## src/rtl/subrange_pkg.sv

```systemverilog
package subrange_pkg;

  typedef enum logic [1:0] {
    SEL_PASS = 2'd0,
    SEL_HIGH = 2'd1,
    SEL_LOW  = 2'd2
  } clampSel_e;

  typedef struct packed {
    logic      cap1;
    logic      cap2;
    logic      cap3;
    logic      commit;
    clampSel_e sel;
  } ctrlStrobes_t;

endpackage

```

## src/rtl/subrange_ctrl.sv

```systemverilog
module subrange_ctrl
  import subrange_pkg::*;
(
  input  logic         clk,
  input  logic         rstN,
  input  logic         st1Stb,
  input  logic         st2Stb,
  input  logic         st3Stb,
  input  logic         st4Stb,
  input  logic [1:0]   rangeFlag,
  input  logic         sumOver,
  input  logic         sumUnder,
  output ctrlStrobes_t ctrl
);

  clampSel_e selNext;

  // Precedence: analog above-range, analog below-range, then arithmetic rails.
  always_comb begin
    if (rangeFlag[1])      selNext = SEL_HIGH;
    else if (rangeFlag[0]) selNext = SEL_LOW;
    else if (sumOver)      selNext = SEL_HIGH;
    else if (sumUnder)     selNext = SEL_LOW;
    else                   selNext = SEL_PASS;
  end

  always_comb begin
    ctrl.cap1   = st1Stb;
    ctrl.cap2   = st2Stb;
    ctrl.cap3   = st3Stb;
    ctrl.commit = st4Stb;
    ctrl.sel    = selNext;
  end

  // the merged sum can never be above and below range together
  p_sum_excl_r3: assert property (@(posedge clk) disable iff (!rstN)
    !(sumOver && sumUnder));

endmodule

```

## src/rtl/subrange_datapath.sv

```systemverilog
module subrange_datapath
  import subrange_pkg::*;
#(
  parameter int S1W = 3,
  parameter int S2W = 3,
  parameter int S3W = 4,
  parameter int S4W = 4,
  localparam int SH3  = S4W,
  localparam int SH2  = SH3 + S3W - 1,
  localparam int SH1  = SH2 + S2W - 1,
  localparam int OUTW = SH1 + S1W
)(
  input  logic            clk,
  input  logic            rstN,
  input  logic [S1W-1:0]  st1Code,
  input  logic [S2W-1:0]  st2Code,
  input  logic [S3W-1:0]  st3Code,
  input  logic [S4W-1:0]  st4Code,
  input  logic            fmtTwos,
  input  ctrlStrobes_t    ctrl,
  output logic            sumOver,
  output logic            sumUnder,
  output logic [OUTW-1:0] dataOut,
  output logic            msbNOut,
  output logic            otrOut
);

  localparam int SUMW   = OUTW + 2;
  localparam int OFF2   = 1 << (S2W - 2);
  localparam int OFF3   = 1 << (S3W - 2);
  localparam int OFFSET = (OFF2 << SH2) + (OFF3 << SH3);

  logic [S1W-1:0]  st1Q;
  logic [S2W-1:0]  st2Q;
  logic [S3W-1:0]  st3Q;
  logic [SUMW-1:0] rawSum;
  logic [SUMW-1:0] corrSum;
  logic [OUTW-1:0] nextWord;
  logic [OUTW-1:0] wordQ;
  logic            nextOtr;

  // Stage capture registers
  always_ff @(posedge clk or negedge rstN) begin
    if (!rstN) begin
      st1Q <= '0;
      st2Q <= '0;
      st3Q <= '0;
    end else begin
      if (ctrl.cap1) st1Q <= st1Code;
      if (ctrl.cap2) st2Q <= st2Code;
      if (ctrl.cap3) st3Q <= st3Code;
    end
  end

  // Shifted add of overlapping stages, then mid-scale offset removal
  always_comb begin
    rawSum = (SUMW'(st1Q) << SH1) + (SUMW'(st2Q) << SH2)
           + (SUMW'(st3Q) << SH3) + SUMW'(st4Code);
    corrSum  = rawSum - SUMW'(OFFSET);
    sumUnder = corrSum[SUMW-1];
    sumOver  = !corrSum[SUMW-1] && (|corrSum[SUMW-2:OUTW]);
  end

  always_comb begin
    case (ctrl.sel)
      SEL_HIGH: nextWord = '1;
      SEL_LOW:  nextWord = '0;
      default:  nextWord = corrSum[OUTW-1:0];
    endcase
    nextOtr = (ctrl.sel != SEL_PASS);
  end

  // Output registers, loaded only on commit
  always_ff @(posedge clk or negedge rstN) begin
    if (!rstN) begin
      wordQ   <= '0;
      dataOut <= '0;
      msbNOut <= 1'b1;
      otrOut  <= 1'b0;
    end else if (ctrl.commit) begin
      wordQ   <= nextWord;
      dataOut <= {nextWord[OUTW-1] ^ fmtTwos, nextWord[OUTW-2:0]};
      msbNOut <= ~nextWord[OUTW-1];
      otrOut  <= nextOtr;
    end
  end

  p_cap1_r1: assert property (@(posedge clk) disable iff (!rstN)
    ctrl.cap1 |=> st1Q == $past(st1Code));

  p_hold_r2: assert property (@(posedge clk) disable iff (!rstN)
    !ctrl.commit |=> $stable(dataOut) && $stable(otrOut) && $stable(msbNOut));

  // a raised flag always comes with a rail word
  p_otr_rail_r5: assert property (@(posedge clk) disable iff (!rstN)
    otrOut |-> (wordQ == '1 || wordQ == '0));

  p_msbn_r7: assert property (@(posedge clk) disable iff (!rstN)
    msbNOut == !wordQ[OUTW-1]);

  p_fmt_r8: assert property (@(posedge clk) disable iff (!rstN)
    ctrl.commit |=> dataOut[OUTW-1] == ($past(fmtTwos) ^ wordQ[OUTW-1]));

endmodule

```

## src/rtl/subrange_corrector.sv

```systemverilog
module subrange_corrector
  import subrange_pkg::*;
#(
  parameter int S1W = 3,
  parameter int S2W = 3,
  parameter int S3W = 4,
  parameter int S4W = 4,
  localparam int OUTW = S4W + (S3W - 1) + (S2W - 1) + S1W
)(
  input  logic            clk,
  input  logic            rstN,
  input  logic [S1W-1:0]  st1Code,
  input  logic            st1Stb,
  input  logic [S2W-1:0]  st2Code,
  input  logic            st2Stb,
  input  logic [S3W-1:0]  st3Code,
  input  logic            st3Stb,
  input  logic [S4W-1:0]  st4Code,
  input  logic            st4Stb,
  input  logic [1:0]      rangeFlag,
  input  logic            fmtTwos,
  output logic [OUTW-1:0] dataOut,
  output logic            msbNOut,
  output logic            otrOut
);

  ctrlStrobes_t ctrl;
  logic         sumOver;
  logic         sumUnder;

  subrange_ctrl uCtrl (
    .clk       (clk),
    .rstN      (rstN),
    .st1Stb    (st1Stb),
    .st2Stb    (st2Stb),
    .st3Stb    (st3Stb),
    .st4Stb    (st4Stb),
    .rangeFlag (rangeFlag),
    .sumOver   (sumOver),
    .sumUnder  (sumUnder),
    .ctrl      (ctrl)
  );

  subrange_datapath #(
    .S1W (S1W),
    .S2W (S2W),
    .S3W (S3W),
    .S4W (S4W)
  ) uPath (
    .clk      (clk),
    .rstN     (rstN),
    .st1Code  (st1Code),
    .st2Code  (st2Code),
    .st3Code  (st3Code),
    .st4Code  (st4Code),
    .fmtTwos  (fmtTwos),
    .ctrl     (ctrl),
    .sumOver  (sumOver),
    .sumUnder (sumUnder),
    .dataOut  (dataOut),
    .msbNOut  (msbNOut),
    .otrOut   (otrOut)
  );

  p_range_hi_r6: assert property (@(posedge clk) disable iff (!rstN)
    st4Stb && rangeFlag[1] |=> otrOut && !msbNOut && (dataOut[OUTW-2:0] == '1));

endmodule

```

## config.mk

```make
export PLATFORM = sky130hd
export DESIGN_NAME = subrange_corrector
export DESIGN_NICKNAME = d
export VERILOG_FILES = /design/src/rtl/subrange_pkg.sv /design/src/rtl/subrange_ctrl.sv /design/src/rtl/subrange_datapath.sv /design/src/rtl/subrange_corrector.sv
export SDC_FILE = /design/constraint.sdc
export NUM_CORES = 1
export LEC_CHECK = 0
export BUFFER_PORTS_ARGS = -buffer_cell sky130_fd_sc_hd__buf_2
export CORE_MARGIN = 2
export CORE_UTILIZATION = 58
export CTS_BUF_LIST = sky130_fd_sc_hd__clkbuf_4
export CTS_CLUSTER_SIZE = 24
export DETAILED_ROUTE_END_ITERATION = 8
export HOLD_SLACK_MARGIN = 0.03
export PLACE_DENSITY = 0.92
export RECOVER_POWER = 25
export SETUP_SLACK_MARGIN = 0.3
export SKIP_CTS_REPAIR_TIMING = 1
export SYNTH_ARGS = -nofsm -noshare
export SYNTH_HDL_FRONTEND = slang
export SYNTH_SLANG_ARGS = --single-unit
```

## constraint.sdc

```tcl
create_clock -name clk -period 4.94 [get_ports clk]
set_clock_uncertainty 0.2 [all_clocks]
set_input_delay 0.494 -clock clk [delete_from_list [all_inputs] [get_ports clk]]
set_output_delay 0.494 -clock clk [all_outputs]
set_load 0.1 [all_outputs]
```

==> Word-level counts from Yosys, hierarchy flattened <==
Index checks and enable logic that the tools add are counted.
{ "word_totals": {"regBits": 24, "inputBits": 23, "out_inout_bits": 14, "elab_cells": 22} }
{ "op_classes": {"n_addsub": 4, "n_eq_ne": 2, "mux": 5, "bitwise": 2, "n_reduce_logical": 3} }
{ "op_table": {"columns": ["cell", "count"], "rows": [
  ["one-hot mux 12 bit (2 select lines)", 1],
  ["adder 14 x 4 -> 14 bit", 1],
  ["adder 14 x 8 -> 14 bit", 1],
  ["subtractor 14 x 9 -> 14 bit, second input constant", 1],
  ["adder 12 x 10 -> 13 bit", 1],
  ["2-to-1 mux 2 bit", 4],
  ["== test 2 x 1 -> 1 bit, second input constant", 1],
  ["== test 2 bit, second input constant", 1],
  ["nonzero test 2 bit", 1],
  ["logical AND 1 bit", 1],
  ["logical NOT 1 bit", 1],
  ["NOT 1 bit", 1],
  ["bitwise XOR 1 bit", 1]
]} }

==> Longest topological paths before layout <==
Gate-level depths: netlist (run 1).
{ "depth": {"word_depth": 12, "mapped_depth": 15, "depth_no_buf": 14} }

==> Hierarchy <==
Synthesis (run 1) repeated with hierarchy kept, for this count alone.
{ "hier_totals": {"cells_unflattened": 139, "area_unflattened_um2": 1316.3} }
{ "by_module_without_submodules": {"columns": ["mod", "instances", "cells_each", "area_per_inst_um2", "seq_area_each_um2"], "rows": [
  ["subrange_datapath", 1, 131, 1258.7, 601.8],
  ["subrange_ctrl", 1, 8, 57.6, 0.0]
]} }

==> Worst setup path before layout (run 1) <==
Ideal clock, no wire load.
{ "synth_path": {"kind": "reg-to-reg", "from": "register uPath.st2Q[2]", "to": "register uPath.dataOut[6]", "arrival_ns": 3.069, "required_time_ns": 4.603, "setup_slack_ns": 1.535, "path_stages_with_launch": 16, "path_buffers": 1, "path_cell_list": "dfrtp_1 ha_1 ha_1 xnor2_2 inv_1 ha_1 a21o_1 a31oi_1 mux2i_1 nand2b_1 ha_1 inv_1 clkbuf_1 nand2_1 nand3_1 o21ai_0"} }
{ "synth_between": {"elab_chain_cells": 11} }
{ "synth_lines": {"columns": ["item", "line_no", "source"], "rows": [
  ["start: declaration", "subrange_datapath.sv:34", "logic [S2W-1:0] st2Q;"],
  ["start signal: assignment", "subrange_datapath.sv:50", "if (ctrl.cap2) st2Q <= st2Code;"],
  ["adder 12 x 10 -> 13 bit (*)", "subrange_datapath.sv:57", "rawSum = (SUMW'(st1Q) << SH1) + (SUMW'(st2Q) << SH2)"],
  ["adder 14 x 8 -> 14 bit (*)", "subrange_datapath.sv:58", "+ (SUMW'(st3Q) << SH3) + SUMW'(st4Code);"],
  ["adder 14 x 4 -> 14 bit (*)", "subrange_datapath.sv:58", null],
  ["subtractor 14 x 9 -> 14 bit (*)", "subrange_datapath.sv:59", "corrSum = rawSum - SUMW'(OFFSET);"],
  ["logical NOT 1 bit", "subrange_datapath.sv:61", "sumOver = !corrSum[SUMW-1] && (|corrSum[SUMW-2:OUTW]);"],
  ["logical AND 1 bit", "subrange_datapath.sv:61", null],
  ["2-to-1 mux 2 bit (*)", "subrange_ctrl.sv:22", "else if (sumOver) selNext = SEL_HIGH;"],
  ["2-to-1 mux 2 bit (*)", "subrange_ctrl.sv:21", "else if (rangeFlag[0]) selNext = SEL_LOW;"],
  ["2-to-1 mux 2 bit (*)", "subrange_ctrl.sv:20", "if (rangeFlag[1]) selNext = SEL_HIGH;"],
  ["== test 2 bit or == test 2 x 1 -> 1 bit (tied branches)", "subrange_datapath.sv:65", "case (ctrl.sel)"],
  ["one-hot mux 12 bit (2 select lines) (*)", "subrange_datapath.sv:65", null],
  ["end signal: assignment", "subrange_datapath.sv:82", "dataOut <= {nextWord[OUTW-1] ^ fmtTwos, nextWord[OUTW-2:0]};"],
  ["end: declaration", "subrange_datapath.sv:23", "output logic [OUTW-1:0] dataOut,"]
]} }
Mark *: on every way between the ends. The rest lies on a longest branch, timed or not.
A chain may end at the register's enable or synchronous reset.

==> Worst setup path after layout (run 1) <==
{ "layout_path": {"from": "register uPath.st2Q[2]", "to": "register uPath.dataOut[11]"} }
{ "layout_between": {"elab_chain_cells": 12} }
{ "layout_lines": {"columns": ["item", "line_no"], "rows": [
  ["adder 12 x 10 -> 13 bit (*)", "subrange_datapath.sv:57"],
  ["adder 14 x 8 -> 14 bit (*)", "subrange_datapath.sv:58"],
  ["adder 14 x 4 -> 14 bit (*)", "subrange_datapath.sv:58"],
  ["subtractor 14 x 9 -> 14 bit (*)", "subrange_datapath.sv:59"],
  ["logical NOT 1 bit", "subrange_datapath.sv:61"],
  ["logical AND 1 bit", "subrange_datapath.sv:61"],
  ["2-to-1 mux 2 bit", "subrange_ctrl.sv:22"],
  ["2-to-1 mux 2 bit", "subrange_ctrl.sv:21"],
  ["2-to-1 mux 2 bit", "subrange_ctrl.sv:20"],
  ["== test 2 bit or == test 2 x 1 -> 1 bit (tied branches)", "subrange_datapath.sv:65"],
  ["one-hot mux 12 bit (2 select lines) (*)", "subrange_datapath.sv:65"],
  ["bitwise XOR 1 bit (*)", "subrange_datapath.sv:82"]
]} }
Marked as above.

==> run_results.csv, run 1 <==
group,metric,value,unit
job,max_cap_viols,0,
power_and_ir_drop,p_leak,0.000754,uW
logic_synthesis,asyncSetResetFlopFracSynth,1.00,
floorplan,core_area,0.00219,mm^2
placement,dp_hpwl,1930,um
sta,fmax,259,MHz
clocking,clock_path_buffers,2,
logic_synthesis,fraction_of_synthesized_cell_area_taken_by_the_top_area_cell_type,0.431,
logic_synthesis,syn_inst,129,
power_and_ir_drop,power.density,512,mW/mm^2
sta,final_count_of_hold_timing_violations,0,
critical_path,cp-start-kind,"flop",
status,outcome,"completed",
route,detail_route.wl_per_cell,12.8,um
clocking,clkTransAtPathRegs,0.13,ns
logic_synthesis,avgSynthCellArea,10.4,um^2
logic_synthesis,yosys_warning_total,0,
critical_path,worstPathArrival,3.90,ns
grt,grt_first_pass_wirelength,4090,um
grt,globalRoute.totalOverflow,0,
placement,gp_congestion,0.748,
hold_path,hold_path.class,"input port to flop",
clocking,worst_skew_pair.late_latency,0.31,ns
logic_synthesis,synthTopCellsByCount,"dfrtp_1 (23), a21oi_1 (20), nor2_1 (14)",
logic_synthesis,number_of_distinct_standard_cells_referenced_by_the_synthesized_netlist,33,
floorplan,initial_utilization,0.610,
route,detail_route.wirelength,2460,um
placement,count_of_buffers_inserted_at_the_top_level_ports,36,
clocking,clk_root_buffer_cell,"clkbuf_4",
sta,setup_tns,0,ns
logic_synthesis,ys_seq_elements,24,
floorplan,pin_count,37,
logic_synthesis,postSynthNetCount,163,
sta,final.period_utilization,0.782,
route,via_count,1052,
sta,timing.max_slew.rel_slack,0.182,
power_and_ir_drop,ir_drop,0.322,mV
floorplan,std_cell_rows,17,
sta,timing.final.ws_setup,1.08,ns
logic_synthesis,synth-seq-area-share,0.450,
clocking,clock_tree.htree_level_count,1,
logic_synthesis,post_synth_instance_area,0.00134,mm^2
critical_path,critPathKind,"flop to flop",
sta,least_margin_pin_slew,1.23,ns
finish,antenna-diode-count,0,
logic_synthesis,synth_largest_area_cell,"dfrtp_1",
grt,largest_net_degree_at_the_start_of_global_routing,28,
clocking,cts_made_buffers,3,
critical_path,crit_required,4.98,ns
floorplan,die_area,0.00270,mm^2
finish,final-instance-count-excl-fill,193,
grt,grt_antenna_before_repair,0,
finish,fin_nets,200,
route,drc_errors,0,
critical_path,critPathCaptureType,"flop",
route,first_iter_violations,15,
logic_synthesis,synth_most_common_cell,"dfrtp_1",
logic_synthesis,yosys_most_used_dff,"dfrtp_1",
grt,first_global_vias,978,
sta,report.final.slew_viol_count,0,
finish,layout-area-overhead-vs-synth,17.3,%
floorplan,die_height,52,um
route,postRouteAntennaNets,0,
sta,setup_viol,0,
clocking,cts_num_sinks,24,
route,via_density_per_instance,5.45,
floorplan,die_w,52,um
placement,dp_worst_setup_slack,1.09,ns
clocking,tritoncts,"yes",
logic_synthesis,number_of_synthesized_flops_with_an_enable_pin,0,
critical_path,crit_fanout,13,
sta,layout_min_cycle_time,3.86,ns
sta,rsz0062_at_grt,"false",
placement,cell_total_after_placement,188,
logic_synthesis,synth.area.top_cells,"dfrtp_1 (43%), ha_1 (9.4%), a21oi_1 (7.5%), mux2_2 (6.7%), nor2_1 (3.9%)",
finish,drive_above_1_share,0.315,
grt,total_routing_resource_utilization_after_global_routing,0.203,
route,count_of_tritonroute_iterations_in_the_first_routing_pass,4,
## logic make-up after synthesis
group | Yosys count | synth area share
compound gates | 37 | 0.169
simple gates | 29 | 0.118
flops | 24 | 0.450
buf+inv | 14 | 0.0393
fa+ha+maj | 11 | 0.109
mux | 10 | 0.0824
xor+xnor | 4 | 0.0318
## layout make-up
type                            count  area (um^2)
Clock buffer                        3         22.5
Clock inverter                      1         3.75
Fill cell                         164          623
Inverter                            9         33.8
Multi-Input combinational cell     91          682
Sequential cell                    24          602
Tap cell                           28         35.0
Timing Repair Buffer               37          189
## critical path, stage by stage, from the launching register on
cell and delay [ns]:
dfrtp_1 0.40, ha_1 0.23, ha_1 0.22, xnor2_2 0.26, inv_1 0.07, ha_1 0.36
a21o_1 0.20, a31oi_1 0.17, mux2i_1 0.34, nand2b_1 0.15, ha_1 0.36, inv_1 0.29
nor2_1 0.09, a211o_1 0.28, a31oi_1 0.16
## layout by cell type (no fill, tap or decap), types with 3 or more instances in the layout
cell	count
mux2_2	8
a31oi_1	3
nor2_1	14
ha_1	10
inv_1	9
o21ai_0	3
buf_2	35
a21oi_1	20
nand2b_1	4
clkbuf_4	3
nand2_1	4
dfrtp_1	23
## per-layer routing
metal  wire (um)  up-vias  track usage
met2        1240       33        0.325
li1            -      521            -
met3         123        2       0.0287
met4          10        0       0.0702
met5           0        -            0
met1        1090      496        0.281
## worst paths after layout
kind	start	to	slack [ns]	cells past startpoint
setup / recovery	uPath.st2Q[2]$_DFFE_PN0P_	uPath.dataOut[11]$_DFFE_PN0P_	1.08	14
hold / removal	st2Code[0]	uPath.st2Q[0]$_DFFE_PN0P_	0.20	3
setup reg to reg	uPath.st2Q[2]$_DFFE_PN0P_	uPath.dataOut[11]$_DFFE_PN0P_	1.08	14
hold reg to reg	uPath.otrOut$_DFFE_PN0P_	uPath.otrOut$_DFFE_PN0P_	0.32	2
max in group asynchronous	rstN	uPath.st3Q[1]$_DFFE_PN0P_	3.07	2
min in group asynchronous	rstN	uPath.dataOut[10]$_DFFE_PN0P_	0.75	2
## state kept, by name, indices dropped and copies added (netlist names)
signal         cells
uPath.otrOut       1
uPath.dataOut     12
uPath.st1Q         3
uPath.st3Q         4
uPath.st2Q         3
uPath.msbNOut      1
## report_power, final
| group | switching, uW | internal, uW | leakage (uW) |
|---|---|---|---|
| Clock | 56.2 | 29.5 | 0.0000154 |
| Sequential | 21.4 | 237 | 0.000278 |
| Combinational | 349 | 109 | 0.000461 |
| Total | 427 | 375 | 0.000754 |
## stage by stage
stage	utilization	hold WS (ns)	instance area, um^2	power [uW]
after floorplan	-	-0.00159	1340	644
after global placement	0.700	0.278	1530	708
after detailed placement	0.700	0.297	1530	720
after CTS	0.712	-0.0587	1560	809
after global routing	0.716	0.187	1570	851
final	0.716	0.201	1570	802
(Power assumes the default switching activity.)
==> run 2: changes to the inputs <==
- CORE_UTILIZATION: 58 -> 48
- PLACE_DENSITY: 0.92 -> 0.82
- clock period: 4.94 -> 3.44 ns (I/O delays scaled with it)
==> run 2 against run 1 <==
Total power grew 72%. Routed wire length grew 21%. Via count grew 7.4%. Utilization shrank 2.6 points. Non-clock buffer count grew 9. Fmax grew 20%. Setup slack lost 0.86 ns. Largest power group unchanged.
==> run_results.csv, run 2 (same netlist as run 1, synthesis figures left out) <==
group,metric,value,unit
clocking,cts_made_buffers,3,
route,via_density_per_instance,5.51,
finish,drive_above_1_share,0.471,
sta,timing.max_slew.rel_slack,0.157,
critical_path,timing.critical_path.depth,14,
sta,setup_viol,0,
finish,max_flop_register,"uPath.dataOut",
placement,dp_hpwl,2090,um
finish,design_area,0.00187,mm^2
route,postRouteAntennaNets,0,
finish,layout_top_registers,"uPath.dataOut x12, uPath.st3Q x4",
critical_path,critPathSlowestCell,"dfrtp_1",
floorplan,core_area,0.00271,mm^2
route,first_iter_violations,36,
job,max_cap_viols,0,
finish,fin_nets,209,
sta,final_count_of_hold_timing_violations,0,
sta,rsz0062_at_grt,"true",
grt,grt_antenna_before_repair,0,
clocking,clock_tree.htree_level_count,1,
grt,grt_busiest_layer,"met2",
hold_path,worst_hold_startpoint,"st3Code[3]",
route,drc_errors,0,
floorplan,std_cell_rows,19,
power_and_ir_drop,p_leak,0.000840,uW
sta,final.period_utilization,0.936,
grt,use_met2,0.319,
sta,layout_min_cycle_time,3.22,ns
floorplan,die_height,56.8,um
finish,antenna-diode-count,0,
critical_path,rrSetupSlack,0.22,ns
critical_path,critical_path_buf_inv_count,2,
clocking,clkTransAtPathRegs,0.14,ns
sta,fmax,311,MHz
grt,total_routing_resource_utilization_after_global_routing,0.180,
clocking,clk_root_buffer_cell,"clkbuf_4",
sta,setup_tns,0,ns
critical_path,slowest_delay,0.41,ns
hold_path,timing.hold.worst_endpoint,"uPath.st3Q[3]$_DFFE_PN0P_",
critical_path,critPathKind,"flop to flop",
critical_path,critPathCaptureType,"flop",
finish,layout-area-overhead-vs-synth,39.8,%
grt,first_global_vias,1030,
status,outcome,"completed",
floorplan,pin_count,37,
floorplan,die_area,0.00322,mm^2
clocking,clock_path_buffers,2,
power_and_ir_drop,power.density,740,mW/mm^2
critical_path,crit_required,3.49,ns
floorplan,die_w,56.8,um
finish,layout_commonest_cell,"buf_2",
sta,report.final.slew_viol_count,0,
critical_path,worstPathCellList,"ha_2, ha_4, xnor2_4, inv_2, ha_4, a21o_1, a31oi_4, mux2i_4, o21ba_4, ha_4, inv_4, nor2_2, a211o_1, a31oi_1",
route,detail_route.wl_per_cell,14.6,um
placement,gp_congestion,0.765,
grt,largest_net_degree_at_the_start_of_global_routing,28,
critical_path,cp-start-kind,"flop",
critical_path,ff2ff_path_depth,14,
clocking,tritoncts,"yes",
critical_path,worstReg2RegStart,"uPath.st2Q[2]$_DFFE_PN0P_",
critical_path,crit_fanout,7,
critical_path,crit_path_frequent_cell,"ha_4",
grt,globalRouteMet1Util,0.217,
placement,placed_area,0.00158,mm^2
floorplan,initial_utilization,0.493,
finish,largest_reg_flops,12,
placement,count_of_buffers_inserted_at_the_top_level_ports,36,
route,detail_route.wirelength,2990,um
grt,grt_first_pass_wirelength,4480,um
sta,least_margin_pin_slew,1.26,ns
hold_path,timing.hold.worst_path_depth,3,
clocking,cts_num_sinks,24,
route,via_count,1130,
power_and_ir_drop,total_power,1380,uW
critical_path,path_delay_family,"compound AO/OA/AOI/OAI gates",
power_and_ir_drop,ir_drop,0.602,mV
grt,global_route.usage.met3,0.0369,
finish,highest_count_cells_in_the_layout_ignoring_fill_and_taps,"buf_2 (35), dfrtp_1 (23), a21oi_1 (19), nor2_1 (13), mux2_2 (8)",
critical_path,timing.rr.end,"uPath.dataOut[11]$_DFFE_PN0P_",
hold_path,hold_path.class,"input port to flop",
grt,globalRoute.totalOverflow,0,
clocking,worst_skew_pair.late_latency,0.32,ns
route,count_of_tritonroute_iterations_in_the_first_routing_pass,4,
critical_path,worstPathArrival,3.27,ns
## run 2: worst max-delay path by stage
stage / start / endpoint / slack [ns]
5_1_grt: uPath.st1Q[0]$_DFFE_PN0P_ / uPath.dataOut[11]$_DFFE_PN0P_ / 0.08
3_3_place_gp: uPath.st3Q[3]$_DFFE_PN0P_ / uPath.dataOut[11]$_DFFE_PN0P_ / 0.15
4_1_cts: uPath.st2Q[2]$_DFFE_PN0P_ / uPath.dataOut[11]$_DFFE_PN0P_ / -0.06
3_5_place_dp: uPath.st2Q[2]$_DFFE_PN0P_ / uPath.dataOut[11]$_DFFE_PN0P_ / -0.03
2_1_floorplan: uPath.st3Q[3]$_DFFE_PN0P_ / uPath.dataOut[11]$_DFFE_PN0P_ / 0.30
6_report: uPath.st2Q[2]$_DFFE_PN0P_ / uPath.dataOut[11]$_DFFE_PN0P_ / 0.22
## run 2: power by group
part           leakage (uW)  switching [uW]  internal (uW)
sequential         0.000278            35.0            341
clock             0.0000279            88.4            118
combinational      0.000534             555            246
## run 2: layout make-up
cell class	instances	area [um^2]
inverters	9	36.3
fillers	200	842
repair buffers	46	265
well taps	31	38.8
clock buffers	3	22.5
multi-input cells	91	873
clock inverters	1	30.0
flip-flops and latches	24	602
## run 2: per-layer routing
metal	up-vias	part of all wire
met3	8	0.044
met2	29	0.56
met1	547	0.38
li1	546	-
met5	-	0
met4	0	0.018
## run 2: worst min-delay path, delay by kind of cell
family	cells	cell delay, ns
and+or+nand+nor	1	0.04
buffers and inverters	1	0.07
AOI/OAI and AO/OA	1	0.06
## run 2: through the flow
| step | utilization | std cells | hold WS [ns] | setup slack, ns |
|---|---|---|---|---|
| detailed placement | 0.582 | 193 | 0.154 | -0.0263 |
| global placement | 0.582 | 193 | 0.143 | 0.149 |
| floorplan | - | 129 | -0.152 | 0.304 |
| global route | 0.689 | 205 | 0.0363 | 0.0813 |
| finish | 0.689 | 205 | 0.0306 | 0.220 |
| CTS | 0.601 | 197 | -0.207 | -0.0591 |
==> run 3: changes to the inputs <==
- PLACE_DENSITY: 0.82 -> default
- PLACE_DENSITY_LB_ADDON: default -> 0.1
- clock period: 3.44 -> 2.8 ns (I/O delays scaled with it)
==> run 3 against run 2 <==
Clock-buffer cell count unchanged. Largest cell class unchanged. The run now ends with setup timing left. Total power increased by 28%. Combinational power increased by 31%. Sequential share of layout area decreased by 3.1 points.
==> run_results.csv, run 3 (same netlist as run 1, synthesis figures left out) <==
group,metric,value,unit
sta,least_margin_pin_slew,1.26,ns
sta,final.period_utilization,1.15,
status,violated_checks,"setup timing",
route,detail_route.wl_per_cell,14.0,um
floorplan,core_area,0.00271,mm^2
power_and_ir_drop,power.density,854,mW/mm^2
critical_path,crit_path_frequent_cell,"ha_4",
floorplan,die_area,0.00322,mm^2
route,via_density_per_instance,5.19,
critical_path,crit_fanout,7,
critical_path,timing.critical_path.depth,13,
power_and_ir_drop,p_leak,0.000938,uW
finish,largest_reg_flops,12,
clocking,worst_skew_pair.late_latency,0.33,ns
finish,drive_above_1_share,0.523,
sta,timing.final.ws_setup,-0.424,ns
route,top_layer,"met4",
clocking,tritoncts,"yes",
sta,fin_worst_hold_slack,0.00759,ns
sta,timing.max_slew.rel_slack,0.163,
placement,count_of_buffers_inserted_at_the_top_level_ports,36,
placement,cell_total_after_placement,209,
power_and_ir_drop,ir_drop,0.819,mV
finish,design_area,0.00207,mm^2
clocking,cts_made_buffers,3,
finish,fin_nets,234,
grt,first_global_vias,1143,
finish,final-instance-count-excl-fill,230,
sta,final_count_of_hold_timing_violations,0,
route,wl_met2,1760,um
route,via_count,1194,
placement,placed_area,0.00179,mm^2
finish,layout_commonest_cell,"buf_2",
sta,setup_tns,-4.79,ns
grt,globalRoute.totalOverflow,0,
clocking,cts_num_sinks,24,
critical_path,critPathKind,"flop to flop",
critical_path,slowest_delay,0.41,ns
finish,layout-area-overhead-vs-synth,54.8,%
route,wl_met3,121,um
critical_path,path_delay_family,"adder cells",
route,first_iter_violations,39,
finish,layout_top_registers,"uPath.dataOut x12, uPath.st3Q x4",
route,postRouteAntennaNets,0,
clocking,clock_path_buffers,2,
critical_path,worstPathCellList,"ha_2, ha_4, xnor2_4, inv_2, ha_4, a21o_1, a31oi_2, mux2i_2, nand2b_1, ha_4, inv_6, a211o_1, a31oi_1",
critical_path,worstPathArrival,3.28,ns
critical_path,crit_required,2.86,ns
clocking,clock_tree.htree_level_count,1,
job,max_cap_viols,0,
status,outcome,"complete, but fails checks",
route,detail_route.wirelength,3230,um
route,drc_errors,0,
route,count_of_tritonroute_iterations_in_the_first_routing_pass,4,
critical_path,critPathSlowestCell,"dfrtp_1",
hold_path,hold_path.class,"input port to flop",
critical_path,critPathCaptureType,"flop",
grt,grt_first_pass_wirelength,4910,um
floorplan,pin_count,37,
clocking,clkTransAtPathRegs,0.14,ns
hold_path,timing.hold.worst_path_depth,2,
placement,gp_congestion,0.760,
floorplan,initial_utilization,0.493,
grt,total_routing_resource_utilization_after_global_routing,0.198,
finish,max_flop_register,"uPath.dataOut",
sta,fmax,310,MHz
finish,finish.utilization,0.763,
finish,highest_count_cells_in_the_layout_ignoring_fill_and_taps,"buf_2 (35), dfrtp_1 (23), buf_4 (19), dlygate4sd3_1 (14), nor2_1 (13)",
floorplan,die_height,56.8,um
critical_path,critical_path_buf_inv_count,2,
critical_path,cp-start-kind,"flop",
clocking,clk_root_buffer_cell,"clkbuf_4",
floorplan,die_w,56.8,um
floorplan,std_cell_rows,19,
grt,grt_antenna_before_repair,0,
sta,setup_viol,13,
sta,report.final.slew_viol_count,0,
critical_path,ff2ff_path_depth,13,
grt,largest_net_degree_at_the_start_of_global_routing,28,
route,met1_length,1270,um
sta,layout_min_cycle_time,3.22,ns
finish,antenna-diode-count,0,
placement,dp_hpwl,2290,um
sta,rsz0062_at_grt,"true",
run 3: layout make-up:
cell class              count  area (um^2)
inverters                   9         38.8
clock inverters             1         30.0
fillers                   197          642
clock buffers               3         22.5
repair buffers             71          484
well taps                  31         38.8
multi-input cells          91          852
flip-flops and latches     24          602
run 3: metal layers:
| layer | vias to the layer above | track usage |
|---|---|---|
| met5 | - | 0 |
| met2 | 34 | 0.364 |
| met1 | 561 | 0.228 |
| met3 | 7 | 0.0230 |
| met4 | 0 | 0.0864 |
| li1 | 592 | - |
run 3: worst paths after layout:
path                                           start                             to  slack (ns)
hold reg to reg            uPath.msbNOut$_DFFE_PN1P_      uPath.msbNOut$_DFFE_PN1P_        0.31
hold / removal                                st3Stb      uPath.st3Q[3]$_DFFE_PN0P_       0.008
setup / recovery           uPath.st2Q[2]$_DFFE_PN0P_  uPath.dataOut[11]$_DFFE_PN0P_       -0.42
min in group asynchronous                       rstN       uPath.otrOut$_DFFE_PN0P_        0.52
max in group asynchronous                       rstN      uPath.st2Q[0]$_DFFE_PN0P_        1.14
setup reg to reg           uPath.st2Q[2]$_DFFE_PN0P_  uPath.dataOut[11]$_DFFE_PN0P_       -0.42
run 3: power by group:
group / total (uW) / switching [uW] / internal [uW] / leakage, uW
logic: 1050 / 704 / 347 / 0.000633
clock network: 257 / 112 / 145 / 0.0000279
registers: 457 / 38.4 / 419 / 0.000278
total: 1770 / 855 / 911 / 0.000938
run 3: metrics by stage:
stage | total power (uW) | setup slack, ns
detailed placement | 1440 | -0.429
global route | 1850 | -0.553
floorplan | 1250 | -0.219
finish | 1770 | -0.424
global placement | 1410 | -0.274
CTS | 1700 | -0.459
